### src/rtl/evstack_pkg.sv
package evstack_pkg;

   // One cycle worth of stack requests, gathered from the microword fields.
   typedef struct packed {
      logic pop_x;
      logic pop_z;
      logic push_x;
      logic push_y;
      logic push_z;
   } evstack_req_t;

   function automatic logic any_pop(input evstack_req_t r);
      return r.pop_x | r.pop_z;
   endfunction

   function automatic logic any_push(input evstack_req_t r);
      return r.push_x | r.push_y | r.push_z;
   endfunction

endpackage

### src/rtl/evstack_trap_chk.sv
module evstack_trap_chk
   import evstack_pkg::*;
#(
   parameter int PTR_W = 4
) (
   input  evstack_req_t     req,
   input  logic [PTR_W-1:0] cur,
   input  logic             load,
   output logic             trap
);

   localparam logic [PTR_W-1:0] TOP = {PTR_W{1'b1}};
   localparam logic [PTR_W-1:0] ONE = {{(PTR_W-1){1'b0}}, 1'b1};

   logic at_bottom, at_one, at_top;
   logic pop_any, push_any;
   logic t_single, t_mixed, t_double;

   always_comb begin
      at_bottom = (cur == '0);
      at_one    = (cur == ONE);
      at_top    = (cur == TOP);
      pop_any   = any_pop(req);
      push_any  = any_push(req);

      // plain underflow / overflow
      t_single = (pop_any & at_bottom) | (push_any & at_top);
      // one pop source mixed with a push at an end
      t_mixed  = (req.pop_x & push_any & at_bottom) |
                 (req.pop_z & push_any & at_top);
      // both pop sources at once need two entries
      t_double = req.pop_x & req.pop_z & (at_bottom | at_one);

      trap = ~load & (t_single | t_mixed | t_double);
   end

endmodule

### src/rtl/evstack_next.sv
module evstack_next
   import evstack_pkg::*;
#(
   parameter int PTR_W = 4
) (
   input  evstack_req_t     req,
   input  logic [PTR_W-1:0] cur,
   input  logic             load,
   input  logic [PTR_W-1:0] load_val,
   output logic [PTR_W-1:0] nxt
);

   localparam logic [PTR_W-1:0] STEP = {{(PTR_W-1){1'b0}}, 1'b1};

   logic pop_any, push_any;

   always_comb begin
      pop_any  = any_pop(req);
      push_any = any_push(req);
      if (load)
         nxt = load_val;
      else begin
         unique case ({pop_any, push_any})
            2'b10:   nxt = cur - STEP;
            2'b01:   nxt = cur + STEP;
            default: nxt = cur;
         endcase
      end
   end

endmodule

### src/rtl/evstack_ptr.sv
module evstack_ptr
   import evstack_pkg::*;
#(
   parameter int PTR_W = 4
) (
   input  logic             clk,
   input  logic             rst,
   input  logic             pop_x,
   input  logic             pop_z,
   input  logic             push_x,
   input  logic             push_y,
   input  logic             push_z,
   input  logic             load,
   input  logic [PTR_W-1:0] load_val,
   output logic [PTR_W-1:0] ptr,
   output logic             trap
);

   localparam logic [PTR_W-1:0] TOP = {PTR_W{1'b1}};

   generate
      if (PTR_W < 2) begin : g_bad_width
         $error("evstack_ptr: PTR_W must be at least 2");
      end
   endgenerate

   evstack_req_t     req;
   logic [PTR_W-1:0] ptr_nxt;
   logic [PTR_W-1:0] ptr_q;

   assign req = '{pop_x: pop_x, pop_z: pop_z,
                  push_x: push_x, push_y: push_y, push_z: push_z};

   evstack_next #(.PTR_W(PTR_W)) i_next (
      .req      (req),
      .cur      (ptr_q),
      .load     (load),
      .load_val (load_val),
      .nxt      (ptr_nxt)
   );

   evstack_trap_chk #(.PTR_W(PTR_W)) i_trap (
      .req  (req),
      .cur  (ptr_q),
      .load (load),
      .trap (trap)
   );

   always_ff @(posedge clk) begin
      if (rst) ptr_q <= '0;
      else     ptr_q <= ptr_nxt;
   end

   assign ptr = ptr_q;

   logic pop_in, push_in;
   assign pop_in  = pop_x | pop_z;
   assign push_in = push_x | push_y | push_z;

   AST_RESET_ZERO: assert property (@(posedge clk)
      rst |=> ptr == '0);

   AST_POP_STEP: assert property (@(posedge clk) disable iff (rst)
      (!load && pop_in && !push_in) |=> ptr == $past(ptr) - 1'b1);

   AST_PUSH_STEP: assert property (@(posedge clk) disable iff (rst)
      (!load && push_in && !pop_in) |=> ptr == $past(ptr) + 1'b1);

   AST_MIX_HOLD: assert property (@(posedge clk) disable iff (rst)
      (!load && pop_in && push_in) |=> $stable(ptr));

   AST_NO_UNDERFLOW: assert property (@(posedge clk) disable iff (rst)
      (!load && pop_in && ptr == '0) |-> trap);

   AST_NO_OVERFLOW: assert property (@(posedge clk) disable iff (rst)
      (!load && push_in && ptr == TOP) |-> trap);

   AST_DOUBLE_POP: assert property (@(posedge clk) disable iff (rst)
      (!load && pop_x && pop_z && ptr <= 1) |-> trap);

   AST_LOAD_WINS: assert property (@(posedge clk) disable iff (rst)
      load |=> ptr == $past(load_val));

   AST_LOAD_QUIET: assert property (@(posedge clk) disable iff (rst)
      load |-> !trap);

   AST_IDLE_QUIET: assert property (@(posedge clk) disable iff (rst)
      (!pop_in && !push_in) |-> !trap);

endmodule

### config.mk
export PLATFORM = sky130hd
export DESIGN_NAME = evstack_ptr
export DESIGN_NICKNAME = d
export VERILOG_FILES = /design/src/rtl/evstack_pkg.sv /design/src/rtl/evstack_trap_chk.sv /design/src/rtl/evstack_next.sv /design/src/rtl/evstack_ptr.sv
export SDC_FILE = /design/constraint.sdc
export NUM_CORES = 1
export LEC_CHECK = 0
export BUFFER_PORTS_ARGS = -buffer_cell sky130_fd_sc_hd__buf_2
export CAP_MARGIN = 20
export CORE_AREA = 2 2 39 41
export DETAILED_ROUTE_END_ITERATION = 8
export DIE_AREA = 0 0 41 43
export PLACE_DENSITY = 0.55
export SLEW_MARGIN = 20
export SYNTH_ARGS = -nofsm -noshare
export SYNTH_HDL_FRONTEND = slang
export SYNTH_SLANG_ARGS = --single-unit
### constraint.sdc
create_clock -name clk -period 3.3 [get_ports clk]
set_input_delay 0.165 -clock clk [delete_from_list [all_inputs] [get_ports clk]]
set_output_delay 0.165 -clock clk [all_outputs]
set_load 0.05 [all_outputs]
==> metrics.cfg <==
[power_and_ir_drop]
pwr-share-clk_pct=30.1
switchingPower_mw=0.0701
power_frac_comb_pct=38.4
switching_share_pct=36.6
internal_power_mw=0.121
powerDensity_nw_per_um2=377
seqPwrFrac_pct=31.5
ir_drop_uv=158
p_leak_nw=0.211

[placement]
routabilityCongestion=0.673
hpwlAfterDp_um=722
numPortBuffers=16

[synth]
synth_top_area_cell=dfxtp_1
synthAdderAreaFrac_pct=12.3
synth_top_cell_area_share_pct=20.2
async_reset_ff_share_pct=0
ys_seq_area_share_pct=20.2
synth.ff_latch_count=4
synth_cell_types=30
synth_xor_xnor_area_share_pct=4.42
synth_compound_area_share_pct=22.1
syn_area_um2=397
synth_area_per_cell_um2=8.09
synth_edf_count=0
synth_cells=49
syn_nets=64
synth_area_leaders=dfxtp_1 (20%), ha_1 (9.5%), o22ai_1 (4.7%)
yosys.area_share.simple_pct=33.4
yosys_warnings=0
synth_top_family_by_area=simple AND/OR/NAND/NOR gates
synth.area.mux_share_pct=2.52
synthFlopType=dfxtp_1

[global_routing]
grt_pass1_vias=370
grtUsageTotal_pct=11.9
grt_max_degree=11
antenna_found_initial=0
overflow=0
grt_pass1_wl_um=1400

[sta]
period_share_pct=59.2
fmax_ghz=0.512
setup_viol=0
setup-tns-final_ns=0
worstMarginPinSlew_ns=0.391
finalHoldViolations=0
slew_violations=0
skew_ns=0.000218
rsz0062_at_grt=false
period_needed_ns=1.95
slew_headroom_pct=73.9
holdWs_ns=0.203

[worst_setup_path]
cp_data_required_time_ns=3.13
crit_arrival_ns=1.79
r2r_slack_ns=1.93
path_buf_inv=2
crit_family=buffers and inverters
crit_type=reg2out
cp_max_fo=6
crit_path_cell_trace=inv_1 -> ha_1 -> a21o_1 -> a22oi_1 -> or3_1 -> a21oi_1 -> buf_2
cp_slowest_stage_delay_ns=0.35
cpMaxStageDelayCell=dfxtp_1
cp-end-kind=primary output
critPathLaunchType=register

[layout]
largest_reg_flops=4
drive_gt1_share_pct=38.5
fin_nets=82
antenna_cells=0
top_register=ptr
reg_top3=ptr x4
syn_to_final_growth_pct=27.8

[clock_network]
cts_resized=0
numCtsBuffers=3
cts_sinks=4
htree_levels=1
cts_tree=built
clk_latency_ns=0.23
cts_root_buf=clkbuf_4
clk_pin_slew_worst_paths_ns=0.03
cts_hold_buf=0
cts_buffer_depth=2
post_cts_buffers=0

[die]
coreArea_um2=1380
die_w_um=41
die_y_um=43
rows=14
start_util_pct=28.7
boundaryPins=17
die-area_um2=1760

[detailed_routing]
drc_errors=0
firstDrtPassIters=2
postRouteAntennaNets=0
wire_per_inst_um=10.6
drtIter0Drc=5
avgViaCountPerCell=5.02
via_count=407
finalWirelength_um=861

[flow_run]
drv_cap=0

[worst_hold_path]
hp-class=in2reg

[status]
status=finished clean

logic make-up after synthesis:
family                     count (synthesis)
adders and majority gates                  4
and+or+nand+nor                           21
xor gates and xnor gates                   2
buffers and inverters                      5
AOI/OAI and AO/OA                         12
DFF                                        4
muxes                                      1
per-stage QoR:
| step | total power, mW | instance area [um^2] | std cells | utilization (%) | setup slack (ns) |
|---|---|---|---|---|---|
| final | 0.191 | 507 | 81 | 36.6 | 1.35 |
| after global routing | 0.209 | 507 | 81 | 36.6 | 1.23 |
| after CTS | 0.195 | 507 | 81 | 36.6 | 1.34 |
| after detailed placement | 0.135 | 484 | 78 | 35.0 | 1.59 |
| after global placement | 0.134 | 484 | 78 | 35.0 | 1.62 |
| after floorplan | 0.115 | 397 | 49 | - | 0.937 |
cells in the final DEF, fill, tap and decap left out:
cell        n
or3_4       1
a22oi_1     1
nand3_2     1
o22ai_1     3
a21o_1      1
nor3_4      1
or3b_1      1
nand3_1     2
nor2_1      2
or2_2       1
nor3_1      3
ha_1        3
inv_1       2
maj3_2      1
o211ai_1    1
a31oi_1     1
nor3b_1     1
or2_0       1
or3_1       1
a2111oi_2   1
xnor2_1     2
a311o_1     1
mux2i_1     1
a21oi_1     2
nand4_1     2
buf_2      16
nand2_1     4
o21ai_0     1
dfxtp_1     4
clkbuf_4    3
path summary, 6_finish.rpt:
path	from	end	cells after the start
max	ptr[1]	trap	7
min	load_val[0]	ptr[0]	3
max reg2reg	ptr[0]	ptr[2]	5
min reg2reg	ptr[3]	ptr[3]	3
metal layers:
metal	vias up	share of wire (%)	track usage, %
met2	7	49	15.9
met1	181	46	15.0
met5	-	0	0
met4	0	1.4	8.00
li1	217	-	-
met3	2	3.6	4.71
worst min-delay path: cells and delay by family:
family                 cells  cell delay, ns
buffers and inverters      1            0.09
and+or+nand+nor            1            0.05
AOI/OAI and AO/OA          1            0.06
synthesized netlist by cell type, drive strengths merged (2+ instances only):
cell type,n
inv,2
nand3,3
nand2,4
ha,3
nor2,2
nand4,2
o22ai,3
nor3,4
clkbuf,2
or3,2
xnor2,2
or2,2
dfxtp,4
a21oi,2
area by class of cell:
class | count | area, um^2
clock buffers | 3 | 22.5
well taps | 16 | 20.0
inverters | 2 | 7.51
flip-flops and latches | 4 | 80.1
repair buffers | 16 | 80.1
fillers | 163 | 877
multi-input cells | 40 | 297
power by group through the flow:
| stage | Sequential [mW] | Combinational, mW | Clock, mW |
|---|---|---|---|
| 6_report | 0.0603 | 0.0735 | 0.0575 |
| 5_1_grt | 0.0610 | 0.0811 | 0.0669 |
| 4_1_cts | 0.0602 | 0.0741 | 0.0611 |
| 3_5_place_dp | 0.0610 | 0.0737 | 0 |
| 3_3_place_gp | 0.0604 | 0.0736 | 0 |
| 2_1_floorplan | 0.0746 | 0.0401 | 0 |
(Power assumes the default switching activity.)
